`src/rtl/trx_bias_pkg.sv`:
```
// Package: shared types and register field positions for the
// transmit/receive bias and switch controller.
// Assumes register data is at least five bits wide.
package trx_bias_pkg;

    // Transmit/receive state seen by code selection and switch drivers.
    typedef enum logic [1:0] {
        TRS_IDLE = 2'd0,
        TRS_RX   = 2'd1,
        TRS_TX   = 2'd2
    } trs_e;

    // Control register bit positions.
    localparam int CTL_AUTO   = 0;
    localparam int CTL_PINSRC = 1;
    localparam int CTL_TXEN   = 2;
    localparam int CTL_RXEN   = 3;
    localparam int CTL_LNAOE  = 4;

    // Switch-control register bit positions.
    localparam int SWC_TRPOL  = 0;
    localparam int SWC_POLVAL = 1;
    localparam int SWC_TREN   = 2;
    localparam int SWC_POLEN  = 3;

    typedef struct packed {
        logic lna_oe;
        logic rx_en;
        logic tx_en;
        logic pin_src;
        logic auto_mode;
    } ctrl_t;

    typedef struct packed {
        logic pol_en;
        logic tr_en;
        logic pol_val;
        logic tr_pol;
    } swc_t;

endpackage

```
`src/rtl/trx_bias_regs.sv`:
```
// Module: register file holding on/off codes per channel plus the
// control and switch-control registers.
// Assumes ADDR_W >= CH_AW + 2 and CODE_W >= 5; unmapped addresses
// are ignored.
module trx_bias_regs
    import trx_bias_pkg::*;
#(
    parameter int NUM_CH = 5,
    parameter int CODE_W = 8,
    parameter int ADDR_W = 5,
    parameter int CH_AW  = 3
) (
    input  logic                          clk,
    input  logic                          rst_n,
    input  logic                          wr_en,
    input  logic [ADDR_W-1:0]             wr_addr,
    input  logic [CODE_W-1:0]             wr_data,
    output logic [NUM_CH-1:0][CODE_W-1:0] on_code_o,
    output logic [NUM_CH-1:0][CODE_W-1:0] off_code_o,
    output ctrl_t                         ctrl_o,
    output swc_t                          swc_o
);

    localparam int OFF_BASE  = 1 << CH_AW;
    localparam int CTRL_ADDR = 2 << CH_AW;
    localparam int SWC_ADDR  = CTRL_ADDR + 1;

    for (genvar ch = 0; ch < NUM_CH; ch++) begin : g_ch
        // Capture the on code of this channel.
        always_ff @(posedge clk) begin
            if (!rst_n)
                on_code_o[ch] <= '0;
            else if (wr_en && wr_addr == ADDR_W'(ch))
                on_code_o[ch] <= wr_data;
        end

        // Capture the off code of this channel.
        always_ff @(posedge clk) begin
            if (!rst_n)
                off_code_o[ch] <= '0;
            else if (wr_en && wr_addr == ADDR_W'(OFF_BASE + ch))
                off_code_o[ch] <= wr_data;
        end
    end

    // Capture the control register fields.
    always_ff @(posedge clk) begin
        if (!rst_n) begin
            ctrl_o <= '0;
        end else if (wr_en && wr_addr == ADDR_W'(CTRL_ADDR)) begin
            ctrl_o.auto_mode <= wr_data[CTL_AUTO];
            ctrl_o.pin_src   <= wr_data[CTL_PINSRC];
            ctrl_o.tx_en     <= wr_data[CTL_TXEN];
            ctrl_o.rx_en     <= wr_data[CTL_RXEN];
            ctrl_o.lna_oe    <= wr_data[CTL_LNAOE];
        end
    end

    // Capture the switch-control register fields.
    always_ff @(posedge clk) begin
        if (!rst_n) begin
            swc_o <= '0;
        end else if (wr_en && wr_addr == ADDR_W'(SWC_ADDR)) begin
            swc_o.tr_pol  <= wr_data[SWC_TRPOL];
            swc_o.pol_val <= wr_data[SWC_POLVAL];
            swc_o.tr_en   <= wr_data[SWC_TREN];
            swc_o.pol_en  <= wr_data[SWC_POLEN];
        end
    end

endmodule

```
`src/rtl/trx_tr_state.sv`:
```
// Module: synchronizes the TR pin and resolves the transmit/receive
// state from either the pin or the register enables.
// Assumes SYNC_STAGES >= 2; the pin is asynchronous to clk.
module trx_tr_state
    import trx_bias_pkg::*;
#(
    parameter int SYNC_STAGES = 2
) (
    input  logic  clk,
    input  logic  rst_n,
    input  logic  tr_pin,
    input  ctrl_t ctrl_i,
    output trs_e  state_o
);

    logic [SYNC_STAGES-1:0] sync_q;
    logic                   pin_s;

    // Shift the pin through the synchronizer chain.
    always_ff @(posedge clk) begin
        if (!rst_n)
            sync_q <= '0;
        else
            sync_q <= {sync_q[SYNC_STAGES-2:0], tr_pin};
    end

    assign pin_s = sync_q[SYNC_STAGES-1];

    // Resolve the state from the selected source.
    always_comb begin
        if (ctrl_i.pin_src)
            state_o = pin_s ? TRS_TX : TRS_RX;
        else if (ctrl_i.tx_en && !ctrl_i.rx_en)
            state_o = TRS_TX;
        else if (ctrl_i.rx_en && !ctrl_i.tx_en)
            state_o = TRS_RX;
        else
            state_o = TRS_IDLE;
    end

endmodule

```
`src/rtl/trx_bias_sel.sv`:
```
// Module: registered on/off code selection for one bias channel.
// IS_LNA picks the receive-active variant; otherwise the channel is
// active in transmit. Direct mode always passes the on code.
module trx_bias_sel
    import trx_bias_pkg::*;
#(
    parameter int CODE_W = 8,
    parameter bit IS_LNA = 1'b0
) (
    input  logic              clk,
    input  logic              rst_n,
    input  logic [CODE_W-1:0] on_code_i,
    input  logic [CODE_W-1:0] off_code_i,
    input  logic              auto_mode_i,
    input  trs_e              state_i,
    output logic [CODE_W-1:0] code_o
);

    localparam trs_e ACTIVE_ST = IS_LNA ? TRS_RX : TRS_TX;

    logic              active;
    logic [CODE_W-1:0] code_d;

    // Decide whether the channel is biased on.
    always_comb begin
        active = !auto_mode_i || (state_i == ACTIVE_ST);
        code_d = active ? on_code_i : off_code_i;
    end

    // Register the selected code toward the DAC.
    always_ff @(posedge clk) begin
        if (!rst_n)
            code_o <= '0;
        else
            code_o <= code_d;
    end

endmodule

```
`src/rtl/trx_sw_drv.sv`:
```
// Module: registered drivers for the transmit/receive switch, the
// polarization switch and the low-noise output enable.
// Assumes state_i comes from the same stage as the code selectors.
module trx_sw_drv
    import trx_bias_pkg::*;
(
    input  logic clk,
    input  logic rst_n,
    input  swc_t swc_i,
    input  logic lna_oe_i,
    input  trs_e state_i,
    output logic tr_sw_o,
    output logic pol_sw_o,
    output logic lna_oe_o
);

    logic is_tx;
    logic tr_d;

    // Apply polarity and enable to the transmit indication.
    always_comb begin
        is_tx = (state_i == TRS_TX);
        tr_d  = swc_i.tr_en && (swc_i.tr_pol ? is_tx : !is_tx);
    end

    // Register all switch-side outputs on a common edge.
    always_ff @(posedge clk) begin
        if (!rst_n) begin
            tr_sw_o  <= 1'b0;
            pol_sw_o <= 1'b0;
            lna_oe_o <= 1'b0;
        end else begin
            tr_sw_o  <= tr_d;
            pol_sw_o <= swc_i.pol_en && swc_i.pol_val;
            lna_oe_o <= lna_oe_i;
        end
    end

endmodule

```
`src/rtl/trx_bias_ctrl.sv`:
```
// Module: top of the transmit/receive bias and switch controller.
// Channels 0..NUM_PA-1 are power-amplifier DACs; channel NUM_PA is
// the shared low-noise DAC. All outputs are registered.
module trx_bias_ctrl
    import trx_bias_pkg::*;
#(
    parameter int NUM_PA      = 4,
    parameter int CODE_W      = 8,
    parameter int ADDR_W      = 5,
    parameter int SYNC_STAGES = 2
) (
    input  logic                     clk,
    input  logic                     rst_n,
    input  logic                     wr_en,
    input  logic [ADDR_W-1:0]        wr_addr,
    input  logic [CODE_W-1:0]        wr_data,
    input  logic                     tr_pin,
    output logic [NUM_PA*CODE_W-1:0] pa_code_o,
    output logic [CODE_W-1:0]        lna_code_o,
    output logic                     lna_oe_o,
    output logic                     tr_sw_o,
    output logic                     pol_sw_o
);

    localparam int NUM_CH = NUM_PA + 1;
    localparam int CH_AW  = $clog2(NUM_CH);

    logic [NUM_CH-1:0][CODE_W-1:0] on_code;
    logic [NUM_CH-1:0][CODE_W-1:0] off_code;
    logic [NUM_CH-1:0][CODE_W-1:0] dac_code;
    ctrl_t                         ctrl_q;
    swc_t                          swc_q;
    trs_e                          state;

    trx_bias_regs #(
        .NUM_CH (NUM_CH),
        .CODE_W (CODE_W),
        .ADDR_W (ADDR_W),
        .CH_AW  (CH_AW)
    ) u_regs (
        .clk        (clk),
        .rst_n      (rst_n),
        .wr_en      (wr_en),
        .wr_addr    (wr_addr),
        .wr_data    (wr_data),
        .on_code_o  (on_code),
        .off_code_o (off_code),
        .ctrl_o     (ctrl_q),
        .swc_o      (swc_q)
    );

    trx_tr_state #(
        .SYNC_STAGES (SYNC_STAGES)
    ) u_state (
        .clk     (clk),
        .rst_n   (rst_n),
        .tr_pin  (tr_pin),
        .ctrl_i  (ctrl_q),
        .state_o (state)
    );

    for (genvar ch = 0; ch < NUM_CH; ch++) begin : g_sel
        trx_bias_sel #(
            .CODE_W (CODE_W),
            .IS_LNA (ch == NUM_PA)
        ) u_sel (
            .clk         (clk),
            .rst_n       (rst_n),
            .on_code_i   (on_code[ch]),
            .off_code_i  (off_code[ch]),
            .auto_mode_i (ctrl_q.auto_mode),
            .state_i     (state),
            .code_o      (dac_code[ch])
        );
    end

    for (genvar ch = 0; ch < NUM_PA; ch++) begin : g_pa_out
        assign pa_code_o[ch*CODE_W +: CODE_W] = dac_code[ch];
    end

    assign lna_code_o = dac_code[NUM_PA];

    trx_sw_drv u_sw (
        .clk      (clk),
        .rst_n    (rst_n),
        .swc_i    (swc_q),
        .lna_oe_i (ctrl_q.lna_oe),
        .state_i  (state),
        .tr_sw_o  (tr_sw_o),
        .pol_sw_o (pol_sw_o),
        .lna_oe_o (lna_oe_o)
    );

endmodule

```
`config.mk`:
```
export PLATFORM = sky130hd
export DESIGN_NAME = trx_bias_ctrl
export DESIGN_NICKNAME = d
export VERILOG_FILES = /design/src/rtl/trx_bias_pkg.sv /design/src/rtl/trx_bias_regs.sv /design/src/rtl/trx_tr_state.sv /design/src/rtl/trx_bias_sel.sv /design/src/rtl/trx_sw_drv.sv /design/src/rtl/trx_bias_ctrl.sv
export SDC_FILE = /design/constraint.sdc
export NUM_CORES = 1
export LEC_CHECK = 0
export BUFFER_PORTS_ARGS = -buffer_cell sky130_fd_sc_hd__buf_2
export CORE_UTILIZATION = 35
export DETAILED_ROUTE_END_ITERATION = 8
export GPL_TIMING_DRIVEN = 0
export PLACE_DENSITY = 0.52
export SLEW_MARGIN = 20
export SYNTH_ARGS = -nofsm -noshare
export SYNTH_HDL_FRONTEND = slang
export SYNTH_SLANG_ARGS = --single-unit
```
`constraint.sdc`:
```
create_clock -name clk -period 4.05 [get_ports clk]
set_input_delay 0.6075 -clock clk [delete_from_list [all_inputs] [get_ports clk]]
set_output_delay 0.6075 -clock clk [all_outputs]
set_load 0.005 [all_outputs]
```
==> results of run 1 <==
[Yosys cell counts]
cell type	n	area, um2
a21oi_1	1	5.00
and2_1	3	18.8
and3_1	3	18.8
and4bb_2	1	12.5
buf_1	5	18.8
buf_2	5	25.0
buf_6	3	33.8
clkbuf_1	9	33.8
dfxtp_1	134	2680
inv_1	2	7.51
mux2i_1	129	1290
nand2_1	104	390
nand4_1	2	12.5
nand4b_1	1	8.76
nor2_1	2	7.51
nor2b_1	2	12.5
nor3_2	1	10.0
nor3b_1	1	7.51
nor4b_2	1	15.0
nor4bb_1	1	10.0
o21ai_0	1	5.00
o311ai_2	1	16.3
or2b_1	1	7.51
or3_1	1	6.26
or3b_1	1	8.76
[worst paths after layout]
check                                       start                       end  slack [ns]  depth (start not counted)
worst max-delay path             u_regs.ctrl_o[3]  g_sel[4].u_sel.code_o[7]        2.36                          3
worst min-delay path                       tr_pin         u_state.sync_q[0]        0.39                          2
worst max register to register   u_regs.ctrl_o[3]  g_sel[4].u_sel.code_o[7]        2.36                          3
worst min register to register  u_state.sync_q[0]         u_state.sync_q[1]        0.43                          1
[registers in the layout, indices dropped and copies added (netlist names)]
name,flops
u_regs.ctrl_o,5
u_state.sync_q,2
u_regs.swc_o,4
u_regs.on_code_o,40
u_regs.off_code_o,40
u_sw.pol_sw_o,1
g_sel.u_sel.code_o,40
u_sw.tr_sw_o,1
u_sw.lna_oe_o,1
[per-layer routing]
metal / vias to the layer above / wire length [um] / global-route usage
met1: 1509 / 4660 / 0.195
met2: 59 / 5150 / 0.265
met3: 16 / 437 / 0.0475
li1: 1564 / - / -
met4: 0 / 166 / 0.0801
met5: - / 0 / 0
[report_power, final]
part	leakage (nW)	total (mW)	switching (mW)	internal (mW)
combinational	1.60	0.0821	0.0581	0.0240
sequential	1.08	1.33	0.00229	1.33
clock	0.321	1.77	0.569	1.20
total	3.00	3.18	0.630	2.55
[cells by family (layout without fill, tap and decap cells)]
kind of cell / Yosys count / after routing / synth area share
flip-flops: 134 / 134 / 0.575
multiplexers: 129 / 129 / 0.277
AND/OR/NAND/NOR: 125 / 125 / 0.117
buffers and inverters: 24 / 114 / 0.0255
AO/OA/AOI/OAI: 3 / 3 / 0.00563
[stage by stage]
step           power (mW)  hold slack (ns)
2_1_floorplan        1.40            0.404
3_3_place_gp         1.44            0.417
3_5_place_dp         1.44            0.420
4_1_cts              3.21            0.380
5_1_grt              3.28            0.388
6_report             3.18            0.390
[layout make-up]
cell class	count	share of cell area
well taps	172	0.0367
flip-flops and latches	134	0.458
plain buffers	22	0.0190
clock buffers	20	0.0796
multi-input cells	257	0.318
clock inverters	12	0.0380
inverters	2	0.00128
repair buffers	58	0.0495
[worst max-delay path, stage by stage, from the launching register on]
cell and delay (ns):
dfxtp_1 0.35, inv_1 0.06, o311ai_2 0.89, mux2i_1 0.30
==> summary.txt, run 1 <==
Outcome
  • Status: complete, no violations

Synthesis
  • Synthesis-stage register bit count: 134
  • Yosys cell types: 25
  • Syn_area_per_cell: 11.2 um2
  • Post-Syn Area: 4670 um2
  • Mapped Nets: 432
  • Register area share after synthesis: 0.575
  • Post-Syn Instances: 415
  • Yosys warns: 0

Place
  • Post-DP HPWL: 6920 um
  • Number of port buffers: 58
  • # placed instances: 645
  • RD Place Congestion: 0.736
  • Placed inst area: 5170 um2
  • Place WS: 2.00 ns

STA
  • Slew Viols, Final: 0
  • Unrepaired setup endpoints after global routing: false
  • Final Hold Fails: 0
  • # setup viols final: 0
  • Slew @ Worst Pin: 1.03 ns
  • Setup TNS: 0 ns
  • Fmax: 0.592 GHz
  • Clock skew: 0.00810 ns
  • Setup WS post-layout: 2.36 ns
  • Tmin final: 1.69 ns
  • Period utilization: 0.417
  • Rel. slew slack: 0.312

Route
  • Post-route DRC violation count: 0
  • Drt first pass iters: 5
  • DR WL/cell: 15.4 um
  • Via count: 3,148
  • Routed WL: 10,400 um
  • ANT nets after route: 0
  • Iteration-0 DRC count of the detailed router: 144
  • Vias per cell: 4.65

Cells and area
  • Synth-to-layout area growth: 25.6%
  • Layout cells sized above 1: 0.202
  • Area occupied by multi-input gates: 1860 um2
  • Fin cells: 677
  • Fill cells: 1,261
  • Antenna cells: 0
  • Commonest cells after routing, fill and taps aside: 134 x dfxtp_1, 129 x mux2i_1, 104 x nand2_1
  • Reg area: 2680 um2
  • Final Net Count: 509
  • Final Cell Area: 5860 um2
  • Most common cell after layout, fill and taps aside: dfxtp_1
  • Final core utilization: 0.457

GRT
  • Largest net degree at the start of global routing: 17
  • Vias in the first global route: 3,130
  • Initial antenna violation count: 0
  • Total gr overflow: 0
  • First-pass GRT wire length: 16,500 um
  • Global Route Usage Sum: 0.163

Setup path
  • Worst setup EP type: flop
  • Startpoint Class: flop
  • Crit Path Class: reg2reg
  • Critical path peak fanout: 8
  • Worst EP required: 4.38 ns
  • CP arrival: 2.02 ns

Clock tree
  • Post-cts repair resize count: 0
  • Maximum clock insertion buffer count: 2
  • Clock tree root buffer cell: clkbuf_16
  • CTS Buf Count: 17
  • Post-CTS setup buffer count: 0
  • CTS clk-pin slew, worst paths: 0.06 ns
  • CTS tree: yes
  • Sink Count: 134
  • Clock Latency Late Sink: 0.42 ns
  • # hold bufs at CTS: 0
  • H-tree depth: 4

Floorplan
  • Row cnt: 41
  • I/O Pins: 60
  • Die area: 13,800 um2
  • Die height: 117 um
  • Die W: 117 um
  • Starting Density: 0.364
  • Core Region: 12,800 um2

Power and ir drop
  • Leakage: 3.00 nW
  • Pwr/cell area: 543 nW/um2
  • Max IR drop VDD: 0.272 mV

Flow run
  • Number of max-cap violations: 0

Hold path
  • Worst Hold Class: in2reg
Power figures use the tool's default switching activity.
==> run 2: changes to the inputs <==
--- a/config.mk
+++ b/config.mk
@@ -5,11 +5,12 @@
 export SDC_FILE = /design/constraint.sdc
 export NUM_CORES = 1
 export LEC_CHECK = 0
+export ABC_AREA = 1
 export BUFFER_PORTS_ARGS = -buffer_cell sky130_fd_sc_hd__buf_2
 export CORE_UTILIZATION = 35
 export DETAILED_ROUTE_END_ITERATION = 8
 export GPL_TIMING_DRIVEN = 0
-export PLACE_DENSITY = 0.52
+export PLACE_DENSITY = 0.53
 export SLEW_MARGIN = 20
 export SYNTH_ARGS = -nofsm -noshare
 export SYNTH_HDL_FRONTEND = slang
==> constraint.sdc (replaced) <==
create_clock -name clk -period 1.4 [get_ports clk]
set_input_delay 0.21 -clock clk [delete_from_list [all_inputs] [get_ports clk]]
set_output_delay 0.21 -clock clk [all_outputs]
set_load 0.005 [all_outputs]
==> run 2 against run 1 <==
Non-clock buffer count increased by 18. Die area increased by 26%. Wire length increased by 50%. Area after synthesis increased by 27%. Worst hold slack got worse by 0.32 ns. Sequential power increased to 2.9 times the previous value. Clock power increased to 2.6 times the previous value. Global-route usage increased by 2.8 points. Clock skew decreased by 0.0020 ns. Register-to-register slack got worse by 2.2 ns. Sequential cell count unchanged. Power increased to 2.9 times the previous value. Critical path type unchanged. Largest power group unchanged.
==> summary.txt, run 2 <==
Place
  • Placed inst area: 6480 um2
  • Number of port buffers: 58
  • RD Place Congestion: 0.762
  • Place WS: -0.170 ns
  • # placed instances: 1,193
  • Post-DP HPWL: 10,700 um

STA
  • Setup WS post-layout: 0.148 ns
  • Tmin final: 1.25 ns
  • Slew @ Worst Pin: 0.565 ns
  • Clock skew: 0.00607 ns
  • Rel. slew slack: 0.622
  • Unrepaired setup endpoints after global routing: false
  • Fmax: 0.798 GHz
  • Final Hold Fails: 0
  • Slew Viols, Final: 0
  • Setup TNS: 0 ns
  • # setup viols final: 0
  • Period utilization: 0.895

Route
  • DR WL/cell: 12.7 um
  • Vias per cell: 4.38
  • Routed WL: 15,600 um
  • Post-route DRC violation count: 0
  • Via count: 5,367
  • ANT nets after route: 0
  • Drt first pass iters: 7
  • Iteration-0 DRC count of the detailed router: 403

Cells and area
  • Antenna cells: 0
  • Final Cell Area: 7160 um2
  • Commonest cells after routing, fill and taps aside: 252 x nand2_1, 177 x inv_1, 157 x nor2_1
  • Fin cells: 1,225
  • Top Registers: g_sel.u_sel.code_o: 40 flops, u_regs.off_code_o: 40 flops, u_regs.on_code_o: 40 flops
  • Final Net Count: 1,010
  • Layout cells sized above 1: 0.134
  • Most common cell after layout, fill and taps aside: nand2_1
  • Synth-to-layout area growth: 21.0%

Setup path
  • Worst flop-to-flop path startpoint: u_regs.ctrl_o[1]
  • Reg2reg path depth: 6
  • Crit Path Class: reg2reg
  • Worst setup EP type: flop
  • CP arrival: 1.57 ns
  • Critical path peak fanout: 10
  • Startpoint Class: flop
  • RR Endpoint: g_sel[2].u_sel.code_o[4]
  • R2R setup slack: 0.15 ns
  • Worst EP required: 1.72 ns

Synthesis
  • Synthesis-stage register bit count: 134
  • Most numerous cell in the Yosys netlist: nand2_1
  • Share of the synthesized area in the top cell type: 0.454
  • Register area share after synthesis: 0.454
  • Post-synth EDFFs: 0
  • Asr flop ratio synth: 0
  • Synth top area cells: dfxtp_1 45%, nand2_1 16%, inv_1 11%
  • Post-Syn Instances: 915
  • Mapped Nets: 932
  • Yosys cell types: 19
  • Leading area contributor after synthesis: dfxtp_1
  • Most common library cells after synthesis: 253 x nand2_1, 178 x inv_1, 159 x nor2_1, 134 x dfxtp_1, 83 x nand3_1
  • Post-Syn Area: 5910 um2
  • Yosys warns: 0
  • Main synth FF type: dfxtp_1
  • Syn_area_per_cell: 6.46 um2

Hold path
  • Hold path start: wr_data[5]
  • Hold path depth: 3
  • Worst Hold Class: in2reg
  • Worst Hold End: u_regs.on_code_o[5]

Floorplan
  • Starting Density: 0.358
  • Die height: 132 um
  • Die W: 132 um
  • I/O Pins: 60
  • Die area: 17,400 um2
  • Core Region: 16,500 um2
  • Row cnt: 47

Clock tree
  • CTS tree: yes
  • CTS clk-pin slew, worst paths: 0.06 ns
  • Sink Count: 134
  • Clock tree root buffer cell: clkbuf_16
  • Clock Latency Late Sink: 0.42 ns
  • CTS Buf Count: 17
  • H-tree depth: 4
  • Maximum clock insertion buffer count: 2

GRT
  • Largest net degree at the start of global routing: 17
  • Vias in the first global route: 4,890
  • Global Route Usage Sum: 0.190
  • Total gr overflow: 0
  • Initial antenna violation count: 0
  • First-pass GRT wire length: 25,600 um

Outcome
  • Status: complete, no violations

Power and ir drop
  • Max IR drop VDD: 0.866 mV
  • Leakage: 3.53 nW
  • Pwr/cell area: 1270 nW/um2

Flow run
  • Number of max-cap violations: 0
[run 2: cell families (layout without fill, tap and decap cells)]
kind of cell / after synthesis / count (layout) / synth area share
and+or+nand+nor: 541 / 541 / 0.387
AOI/OAI and AO/OA: 11 / 11 / 0.00931
buffers and inverters: 229 / 319 / 0.150
DFF: 134 / 134 / 0.454
[run 2: layout make-up]
| class | count | area [um2] |
|---|---|---|
| multi-input cells | 552 | 2380 |
| fillers | 1790 | 9370 |
| plain buffers | 39 | 193 |
| clock inverters | 13 | 183 |
| flip-flops and latches | 134 | 2680 |
| inverters | 190 | 713 |
| well taps | 220 | 275 |
| clock buffers | 18 | 429 |
| repair buffers | 59 | 300 |
[run 2: critical path, cell delays in order (launching register included)]
cell and delay (ns):
dfxtp_1 0.35, inv_2 0.08, nand3_4 0.15, clkbuf_2 0.26
nand4_1 0.15, nand2_1 0.10, nor2_1 0.04
[run 2: through the flow]
step / power, mW / utilization / hold slack (ns)
floorplan: 4.30 / - / 0.308
global placement: 4.49 / 0.392 / 0.433
detailed placement: 4.49 / 0.392 / 0.422
CTS: 9.17 / 0.431 / 0.0596
global route: 9.43 / 0.433 / 0.0809
finish: 9.08 / 0.433 / 0.0706
[run 2: worst max path at each step]
stage	start	endpoint	slack [ns]	depth (start not counted)
global placement	u_regs.ctrl_o[1]	g_sel[0].u_sel.code_o[0]	-0.19	7
finish	u_regs.ctrl_o[1]	g_sel[2].u_sel.code_o[4]	0.15	6
detailed placement	u_regs.ctrl_o[1]	g_sel[0].u_sel.code_o[0]	-0.17	7
global route	u_regs.ctrl_o[3]	g_sel[3].u_sel.code_o[7]	0.05	7
floorplan	u_regs.ctrl_o[1]	g_sel[2].u_sel.code_o[0]	0.28	7
CTS	u_state.sync_q[1]	g_sel[1].u_sel.code_o[7]	0.005	6
[run 2: where the power goes]
| group | leakage, nW | switching, mW | internal (mW) |
|---|---|---|---|
| sequential | 1.08 | 0.0144 | 3.86 |
| clock | 0.288 | 1.70 | 2.96 |
| combinational | 2.16 | 0.381 | 0.155 |
[run 2: timing repair]
action / 4_1_cts / 5_1_grt
setup buffers: 0 / 0
setup endpoints to repair: 35 / 37
hold buffers: 1 / 0
endpoints found under the hold margin: 1 / 0
pin swaps: 0 / 1
gates resized for setup: 10 / 15
cloned: 0 / 0
[run 2: layer usage]
layer	routed length, um	GRT usage	vias to the layer above
met4	194	0.0568	0
met1	7780	0.260	2362
li1	-	-	2875
met5	0	0	-
met3	681	0.0434	15
met2	6900	0.298	115
==> run 3: changes to the inputs <==
--- a/config.mk
+++ b/config.mk
@@ -10,7 +10,7 @@
 export CORE_UTILIZATION = 35
 export DETAILED_ROUTE_END_ITERATION = 8
 export GPL_TIMING_DRIVEN = 0
-export PLACE_DENSITY = 0.53
+export PLACE_DENSITY = 0.51
 export SLEW_MARGIN = 20
 export SYNTH_ARGS = -nofsm -noshare
 export SYNTH_HDL_FRONTEND = slang
==> constraint.sdc (replaced) <==
create_clock -name clk -period 1.6 [get_ports clk]
set_input_delay 0.24 -clock clk [delete_from_list [all_inputs] [get_ports clk]]
set_output_delay 0.24 -clock clk [all_outputs]
set_load 0.005 [all_outputs]
==> run 3 against run 2 <==
Clock skew shrank 0.0017 ns. Register-to-register slack worse by 0.04 ns. Core utilization shrank 0.14 points. Non-clock buffer count is the same. Combinational power down 13%. Highest routed layer unchanged.
==> summary.txt, run 3 (synthesis results as in run 2) <==
GRT
  • Initial antenna violation count: 0
  • Vias in the first global route: 5,001
  • Largest net degree at the start of global routing: 17
  • First-pass GRT wire length: 25,900 um
  • Global Route Usage Sum: 0.191
  • Total gr overflow: 0

Setup path
  • Critical path buffers and inverters: 2
  • Worst setup EP type: flop
  • CP cell instances: inv_1 -> nand3_4 -> clkbuf_1 -> nand4_1 -> nand2_1 -> nor2_1
  • Startpoint Class: flop
  • Worst flop-to-flop path startpoint: u_regs.ctrl_o[1]
  • CP arrival: 1.81 ns
  • Slowest CP cell: clkbuf_1
  • CP peak stage delay: 0.42 ns
  • Critical path origin: u_regs.ctrl_o[1]
  • Crit Path Class: reg2reg
  • Critical path peak fanout: 10
  • CP top delay family: buffers and inverters
  • Worst EP required: 1.92 ns

Cells and area
  • Final Cell Area: 7130 um2
  • Commonest cells after routing, fill and taps aside: 253 x nand2_1, 178 x inv_1, 158 x nor2_1
  • Final core utilization: 0.432
  • Synth-to-layout area growth: 20.6%
  • Final Net Count: 1,010
  • Layout cells sized above 1: 0.124
  • Antenna cells: 0
  • Top Registers: g_sel.u_sel.code_o: 40 flops, u_regs.off_code_o: 40 flops, u_regs.on_code_o: 40 flops
  • Most common cell after layout, fill and taps aside: nand2_1

STA
  • Slew @ Worst Pin: 0.613 ns
  • Tmin final: 1.49 ns
  • Min Hold Slack: 0.101 ns
  • Clock skew: 0.00441 ns
  • Setup TNS: 0 ns
  • Rel. slew slack: 0.590
  • Final Hold Fails: 0
  • Fmax: 0.670 GHz
  • Slew Viols, Final: 0
  • Unrepaired setup endpoints after global routing: false
  • # setup viols final: 0
  • Period utilization: 0.932

Power and ir drop
  • Max IR drop VDD: 0.745 mV
  • Internal: 6.24 mW
  • Switching pwr: 1.77 mW
  • Switching power share of the total: 0.221
  • Comb pwr share: 0.058
  • Clk network pwr share: 0.518
  • Total power: 8.00 mW
  • Sequential power share: 0.424
  • Pwr/cell area: 1120 nW/um2
  • Leakage: 3.53 nW

Floorplan
  • Row cnt: 47
  • Core Region: 16,500 um2
  • Starting Density: 0.358
  • I/O Pins: 60
  • Die W: 132 um
  • Die area: 17,400 um2
  • Die height: 132 um

Place
  • Placed inst area: 6480 um2
  • Number of port buffers: 58
  • RD Place Congestion: 0.767
  • Post-DP HPWL: 10,700 um

Route
  • Routed WL: 15,600 um
  • Drt first pass iters: 4
  • Iteration-0 DRC count of the detailed router: 274
  • Vias per cell: 4.31
  • ANT nets after route: 0
  • DR WL/cell: 12.7 um
  • Post-route DRC violation count: 0
  • Via count: 5,289

Clock tree
  • CTS clk-pin slew, worst paths: 0.06 ns
  • Maximum clock insertion buffer count: 2
  • Post-CTS setup buffer count: 0
  • H-tree depth: 4
  • Clock Latency Late Sink: 0.42 ns
  • CTS Buf Count: 17
  • Sink Count: 134
  • Clock tree root buffer cell: clkbuf_16
  • CTS tree: yes

Flow run
  • Number of max-cap violations: 0

Hold path
  • Hold path start: wr_data[5]
  • Worst Hold Class: in2reg

Outcome
  • Status: complete, no violations
run 3: timing repair:
action / CTS / global route
hold endpoints to repair: 1 / 0
setup endpoints to repair: 3 / 14
gates resized for setup: 1 / 8
hold buffers: 1 / 0
run 3: final cells by class:
| class | instances | area, um2 |
|---|---|---|
| Buffer | 39 | 178 |
| Timing Repair Buffer | 59 | 300 |
| Tap cell | 220 | 275 |
| Inverter | 190 | 713 |
| Clock buffer | 23 | 478 |
| Fill cell | 1797 | 9390 |
| Multi-Input combinational cell | 552 | 2360 |
| Sequential cell | 134 | 2680 |
| Clock inverter | 9 | 148 |
run 3: metrics by stage:
stage          cells  setup WS (ns)
3_3_place_gp    1193         0.0142
2_1_floorplan    915          0.479
6_report        1226          0.108
3_5_place_dp    1193       -0.00817
4_1_cts         1226         0.0756
5_1_grt         1226         0.0195
run 3: path summary, 6_finish.rpt:
check,endpoint,slack [ns],cells past startpoint
max,g_sel[0].u_sel.code_o[5],0.11,6
min,u_regs.on_code_o[5],0.10,3
max reg2reg,g_sel[0].u_sel.code_o[5],0.11,6
min reg2reg,u_state.sync_q[1],0.42,2
run 3: power by group through the flow:
stage | clock [mW] | combinational (mW) | sequential (mW)
after floorplan | 0 | 0.298 | 3.47
after global placement | 0 | 0.466 | 3.47
after detailed placement | 0 | 0.465 | 3.47
after CTS | 4.23 | 0.468 | 3.39
after global routing | 4.38 | 0.532 | 3.40
final | 4.14 | 0.466 | 3.39
run 3: metal layers:
metal | track usage | up-vias | wire length [um]
met5 | 0 | - | 0
met2 | 0.297 | 88 | 6920
met4 | 0.0588 | 0 | 188
met3 | 0.0400 | 19 | 644
met1 | 0.265 | 2313 | 7870
li1 | - | 2869 | -
run 3: worst reg2reg max path, cell delays in order, from the launching register on:
cell and delay [ns]:
dfxtp_1 0.33, inv_1 0.12, nand3_4 0.18, clkbuf_1 0.42
nand4_1 0.20, nand2_1 0.11, nor2_1 0.04
